--- src/rtl/nef_pkg.sv ---
package nef_pkg;
  typedef enum logic [1:0] {
    ECC_CLEAN  = 2'd0,
    ECC_SINGLE = 2'd1,
    ECC_MULTI  = 2'd2,
    ECC_AREA   = 2'd3
  } ecc_class_e;

  localparam int NUM_LAYOUTS  = 2;
  localparam int LAYOUT_MAIN  = 0;
  localparam int LAYOUT_SPARE = 1;
  localparam int MAX_IDX_W    = 11;
  localparam int BIT_W        = 3;
  localparam int BYTE_W       = 1 << BIT_W;

  // field placement per layout, indexed by LAYOUT_*
  localparam int CLS_LSB_TBL [NUM_LAYOUTS] = '{0, 2};
  localparam int IDX_LSB_TBL [NUM_LAYOUTS] = '{7, 21};
  localparam int IDX_W_TBL   [NUM_LAYOUTS] = '{11, 4};
  localparam int BIT_LSB_TBL [NUM_LAYOUTS] = '{4, 18};

  typedef struct packed {
    ecc_class_e             cls;
    logic [MAX_IDX_W-1:0]   idx;
    logic [BIT_W-1:0]       bitpos;
  } ecc_fault_t;
endpackage

--- src/rtl/nef_layout.sv ---
module nef_layout
  import nef_pkg::*;
#(
  parameter int REPORT_W = 32,
  parameter int CLS_LSB  = 0,
  parameter int IDX_LSB  = 7,
  parameter int IDX_W    = 11,
  parameter int BIT_LSB  = 4
) (
  input  logic [REPORT_W-1:0] report,
  output ecc_fault_t          fault
);
  logic unused_report;
  assign unused_report = ^report;

  always_comb begin
    fault.cls    = ecc_class_e'(report[CLS_LSB +: 2]);
    fault.idx    = MAX_IDX_W'(report[IDX_LSB +: IDX_W]);
    fault.bitpos = report[BIT_LSB +: BIT_W];
  end
endmodule

--- src/rtl/nef_decode.sv ---
module nef_decode
  import nef_pkg::*;
#(
  parameter int REPORT_W   = 32,
  parameter int SECT_BYTES = 512
) (
  input  logic [REPORT_W-1:0] report,
  input  logic                spare_sel,
  output ecc_fault_t          fault,
  output logic                in_range
);
  ecc_fault_t per_layout [NUM_LAYOUTS];

  for (genvar g = 0; g < NUM_LAYOUTS; g++) begin : g_layout
    nef_layout #(
      .REPORT_W (REPORT_W),
      .CLS_LSB  (CLS_LSB_TBL[g]),
      .IDX_LSB  (IDX_LSB_TBL[g]),
      .IDX_W    (IDX_W_TBL[g]),
      .BIT_LSB  (BIT_LSB_TBL[g])
    ) u_layout (
      .report (report),
      .fault  (per_layout[g])
    );
  end

  always_comb begin
    fault    = spare_sel ? per_layout[LAYOUT_SPARE] : per_layout[LAYOUT_MAIN];
    in_range = (32'(fault.idx) < 32'(SECT_BYTES));
  end
endmodule

--- src/rtl/nef_onehot.sv ---
module nef_onehot #(
  parameter int SEL_W = 3,
  localparam int OUT_W = 1 << SEL_W
) (
  input  logic [SEL_W-1:0] sel,
  output logic [OUT_W-1:0] mask
);
  for (genvar i = 0; i < OUT_W; i++) begin : g_bit
    assign mask[i] = (sel == SEL_W'(i));
  end
endmodule

--- src/rtl/nef_rmw_ctrl.sv ---
module nef_rmw_ctrl
  import nef_pkg::*;
#(
  parameter int REPORT_W = 32,
  parameter int ADDR_W   = 9
) (
  input  logic                clk,
  input  logic                rst_n,
  input  logic                start,
  input  logic [REPORT_W-1:0] report,
  input  logic                spare_mode,
  output logic [REPORT_W-1:0] rep_q,
  output logic                spare_q,
  input  ecc_fault_t          fault,
  input  logic                in_range,
  input  logic [BYTE_W-1:0]   mask,
  output logic                busy,
  output logic                done,
  output logic                ok,
  output logic [1:0]          err_class,
  output logic [ADDR_W-1:0]   ram_addr,
  output logic                ram_rd_en,
  output logic                ram_wr_en,
  output logic [BYTE_W-1:0]   ram_wdata,
  input  logic [BYTE_W-1:0]   ram_rdata
);
  typedef enum logic [2:0] {
    S_IDLE, S_CHECK, S_READ, S_WAIT, S_WRITE, S_FIN
  } state_e;

  state_e           state;
  logic [BYTE_W-1:0] byte_q;
  logic             ok_q;
  ecc_class_e       cls_q;
  logic             repair;

  logic unused_idx_hi;
  assign unused_idx_hi = ^fault.idx;

  assign repair = (fault.cls == ECC_SINGLE) && in_range;

  always_ff @(posedge clk) begin
    if (!rst_n) begin
      state   <= S_IDLE;
      rep_q   <= '0;
      spare_q <= 1'b0;
      byte_q  <= '0;
      ok_q    <= 1'b0;
      cls_q   <= ECC_CLEAN;
    end else begin
      unique case (state)
        S_IDLE: if (start) begin
          rep_q   <= report;
          spare_q <= spare_mode;
          state   <= S_CHECK;
        end
        S_CHECK: begin
          cls_q <= fault.cls;
          ok_q  <= (fault.cls == ECC_CLEAN) || repair;
          state <= repair ? S_READ : S_FIN;
        end
        S_READ:  state <= S_WAIT;
        S_WAIT: begin
          byte_q <= ram_rdata;
          state  <= S_WRITE;
        end
        S_WRITE: state <= S_FIN;
        S_FIN:   state <= S_IDLE;
        default: state <= S_IDLE;
      endcase
    end
  end

  assign busy      = (state != S_IDLE);
  assign done      = (state == S_FIN);
  assign ok        = ok_q;
  assign err_class = cls_q;
  assign ram_addr  = fault.idx[ADDR_W-1:0];
  assign ram_rd_en = (state == S_READ);
  assign ram_wr_en = (state == S_WRITE);
  assign ram_wdata = byte_q ^ mask;

  a_r8_latch_stable_when_busy: assert property (@(posedge clk) disable iff (!rst_n)
    busy |=> ($stable(rep_q) && $stable(spare_q)));
  a_r7_done_after_write: assert property (@(posedge clk) disable iff (!rst_n)
    ram_wr_en |=> done);
  a_r7_read_before_write: assert property (@(posedge clk) disable iff (!rst_n)
    ram_wr_en |-> $past(ram_rd_en, 2));
  a_r7_done_single_pulse: assert property (@(posedge clk) disable iff (!rst_n)
    done |=> !done);
  a_r4_single_bit_flip: assert property (@(posedge clk) disable iff (!rst_n)
    ram_wr_en |-> ($countones(ram_wdata ^ $past(ram_rdata)) == 1));
  a_r5_write_only_single: assert property (@(posedge clk) disable iff (!rst_n)
    ram_wr_en |-> (err_class == ECC_SINGLE));
  a_r3_ok_class_clean_or_single: assert property (@(posedge clk) disable iff (!rst_n)
    (done && ok) |-> (err_class inside {ECC_CLEAN, ECC_SINGLE}));
  a_r6_ram_ports_exclusive: assert property (@(posedge clk) disable iff (!rst_n)
    $onehot0({ram_rd_en, ram_wr_en, done}));
endmodule

--- src/rtl/nand_ecc_fixer.sv ---
module nand_ecc_fixer
  import nef_pkg::*;
#(
  parameter int REPORT_W   = 32,
  parameter int SECT_BYTES = 512,
  localparam int ADDR_W    = $clog2(SECT_BYTES)
) (
  input  logic                clk,
  input  logic                rst_n,
  input  logic                start,
  input  logic [REPORT_W-1:0] report,
  input  logic                spare_mode,
  output logic                busy,
  output logic                done,
  output logic                ok,
  output logic [1:0]          err_class,
  output logic [ADDR_W-1:0]   ram_addr,
  output logic                ram_rd_en,
  output logic                ram_wr_en,
  output logic [BYTE_W-1:0]   ram_wdata,
  input  logic [BYTE_W-1:0]   ram_rdata
);
  logic [REPORT_W-1:0] rep_q;
  logic                spare_q;
  ecc_fault_t          fault;
  logic                in_range;
  logic [BYTE_W-1:0]   mask;

  nef_decode #(.REPORT_W(REPORT_W), .SECT_BYTES(SECT_BYTES)) u_decode (
    .report    (rep_q),
    .spare_sel (spare_q),
    .fault     (fault),
    .in_range  (in_range)
  );

  nef_onehot #(.SEL_W(BIT_W)) u_mask (
    .sel  (fault.bitpos),
    .mask (mask)
  );

  nef_rmw_ctrl #(.REPORT_W(REPORT_W), .ADDR_W(ADDR_W)) u_ctrl (
    .clk        (clk),
    .rst_n      (rst_n),
    .start      (start),
    .report     (report),
    .spare_mode (spare_mode),
    .rep_q      (rep_q),
    .spare_q    (spare_q),
    .fault      (fault),
    .in_range   (in_range),
    .mask       (mask),
    .busy       (busy),
    .done       (done),
    .ok         (ok),
    .err_class  (err_class),
    .ram_addr   (ram_addr),
    .ram_rd_en  (ram_rd_en),
    .ram_wr_en  (ram_wr_en),
    .ram_wdata  (ram_wdata),
    .ram_rdata  (ram_rdata)
  );
endmodule

--- config.mk ---
export PLATFORM = sky130hd
export DESIGN_NAME = nand_ecc_fixer
export DESIGN_NICKNAME = d
export VERILOG_FILES = /design/src/rtl/nef_pkg.sv /design/src/rtl/nef_layout.sv /design/src/rtl/nef_decode.sv /design/src/rtl/nef_onehot.sv /design/src/rtl/nef_rmw_ctrl.sv /design/src/rtl/nand_ecc_fixer.sv
export SDC_FILE = /design/constraint.sdc
export NUM_CORES = 1
export LEC_CHECK = 0
export BUFFER_PORTS_ARGS = -buffer_cell sky130_fd_sc_hd__buf_2
export CAP_MARGIN = 20
export CORE_MARGIN = 1
export CORE_UTILIZATION = 49
export CTS_BUF_LIST = sky130_fd_sc_hd__clkbuf_4
export CTS_CLUSTER_DIAMETER = 50
export DETAILED_ROUTE_END_ITERATION = 8
export PLACE_DENSITY = 0.82
export SLEW_MARGIN = 20
export SYNTH_ARGS = -nofsm -noshare
export SYNTH_HDL_FRONTEND = slang
export SYNTH_HIERARCHICAL = 1
export SYNTH_SLANG_ARGS = --single-unit
--- constraint.sdc ---
create_clock -name clk -period 1.6 [get_ports clk]
set_clock_uncertainty 0.2 [all_clocks]
set_input_delay 0.08 -clock clk [delete_from_list [all_inputs] [get_ports clk]]
set_output_delay 0.08 -clock clk [all_outputs]
set_load 0.005 [all_outputs]
==> reports/qor.csv <==
metric,value,unit
CP Data Required Time,1.32,ns
area of the multi-input gates,1070,µm²
total clock buffers created by CTS,5,
Pwr Total,2.55,mW
worst hold path class,reg -> reg,
DR pass1 iterations,4,
vias in the first global route,1742,
root buffer cell,clkbuf_4,
Routed Antenna Nets,0,
Horiz. Die Dim,70.1,µm
Vias,1821,
most frequent cells in the layout,"buf_2 (59), dlygate4sd3_1 (36), dfxtp_1 (36)",
VDD IR max,0.000622,V
failing checks,setup timing,
clock tree sinks,40,
core region area,4410,µm²
worst path cell trace,mux2_4 > nor3b_2 > xor2_1 > buf_2,
slowest CP cell,dfxtp_4,
Initial Utilization,0.514,
Worst-path clk slew,0.12,ns
hold violation total from the final report,0,
Clock Path Buffers,2,
crit path time final,1.88,ns
port buffer count,60,
Clock Latency Late Sink,0.34,ns
Filler cells,361,
PwrDens,893,nW/µm²
"commonest non-fill, non-tap cell in the layout",buf_2,
nets,365,
Post-Synthesis Cell Area,2270,µm²
fmax,532,MHz
endpoints failing setup,21,
WL final,4.58,mm
Routed WL per cell,12.3,µm
vias per cell,4.87,
first-pass GRT wire length,7.40,mm
DRC,0,
H-tree levels,2,
Pleak,1.39,nW
io pins,68,
initial DRC count,34,
P&R area growth vs syn,26.0,%
Tcrit/Tclk final,1.17,
post-DP HPWL,2.78,mm
synthesized instance count,260,
area of the die,4910,µm²
Congestion Overflow GR,0,
"slowest stage delay, CP",0.39,ns
CTS tree,built,
RSZ-0062 raised after global routing,yes,
Synth warnings,6,
kind of end point of the critical path,output pin,
largest net degree at the start of global routing,53,
fin. max-slew vios,0,
initial antenna violation count,0,
# rows,24,
GRT Overall Usage,0.185,
Placer Congestion,0.785,
# diodes,0,
max cap viols,0,
Setup CP Type,reg -> out,
"critical path fanouts, max",8,
"Avg Cell Area, Syn",8.73,µm²
Die Y,70.1,µm
post-layout util,0.648,
fin worst setup slack,-0.278,ns
crit start category,register,
layout cells sized above 1,0.354,
Seq. cell area,808,µm²
WP data arrival,1.60,ns
outcome,"finished, violations left",
-- routing by layer --
layer,vias to the layer above,share of wire,global-route usage
met5,-,0,0
met4,0,0.026,0.0711
met3,12,0.052,0.0563
met2,54,0.48,0.325
met1,816,0.44,0.210
li1,939,-,-
-- cell type report --
class / instances / share of cell area
Clock buffer: 5 / 0.0131
Clock inverter: 3 / 0.00481
Inverter: 3 / 0.00394
Multi-Input combinational cell: 159 / 0.373
Sequential cell: 40 / 0.283
Tap cell: 52 / 0.0228
Timing Repair Buffer: 112 / 0.299
-- final timing paths --
kind                                         end  cells past startpoint  slack (ns)        startpoint
worst max register to register   u_ctrl/state[0]                      7       -0.26    u_ctrl/spare_q
worst min register to register  u_ctrl/rep_q[12]                      2        0.26  u_ctrl/rep_q[12]
worst max-delay path                ram_wdata[2]                      4       -0.28    u_ctrl/spare_q
worst min-delay path            u_ctrl/rep_q[12]                      2        0.26  u_ctrl/rep_q[12]
-- what timing repair did --
action,CTS,global route
pin swaps,11,5
hold buffers,36,0
gates cloned,0,1
setup endpoints to repair,24,28
gates resized for setup,10,10
buffers inserted,2,3
hold endpoints to repair,35,0
-- stage by stage --
step | hold slack (ns) | worst slack, ns | TNS (ns) | std cells | cell area (µm²)
6_report | 0.258 | -0.278 | -4.80 | 374 | 2860
4_1_cts | 0.260 | -0.290 | -4.14 | 370 | 2780
5_1_grt | 0.278 | -0.377 | -6.35 | 374 | 2860
3_5_place_dp | 0.108 | -0.121 | -0.614 | 324 | 2310
3_3_place_gp | 0.0998 | -0.0790 | -0.356 | 324 | 2310
2_1_floorplan | 0.0104 | 0.00323 | 0 | 266 | 2300
-- worst max-delay path: cells and delay by family (launching register included) --
family        cells  cell delay [ns]
xor+xnor          1             0.18
buf+inv           1             0.14
flops             1             0.39
mux               1             0.34
simple gates      1             0.20
-- state kept, by name, summed over array words and instances (netlist names) --
name and flops:
u_ctrl/rep_q 25, u_ctrl/byte_q 8, u_ctrl/state 3, u_ctrl/err_class 2, u_ctrl/ok 1, u_ctrl/spare_q 1
-- report_power, final --
group          total [mW]  internal [mW]  leakage, nW  switching [mW]
clock               0.488          0.162       0.0324           0.327
sequential           1.18           1.11        0.329          0.0747
combinational       0.885          0.502         1.03           0.384
Power figures use the tool's default switching activity.
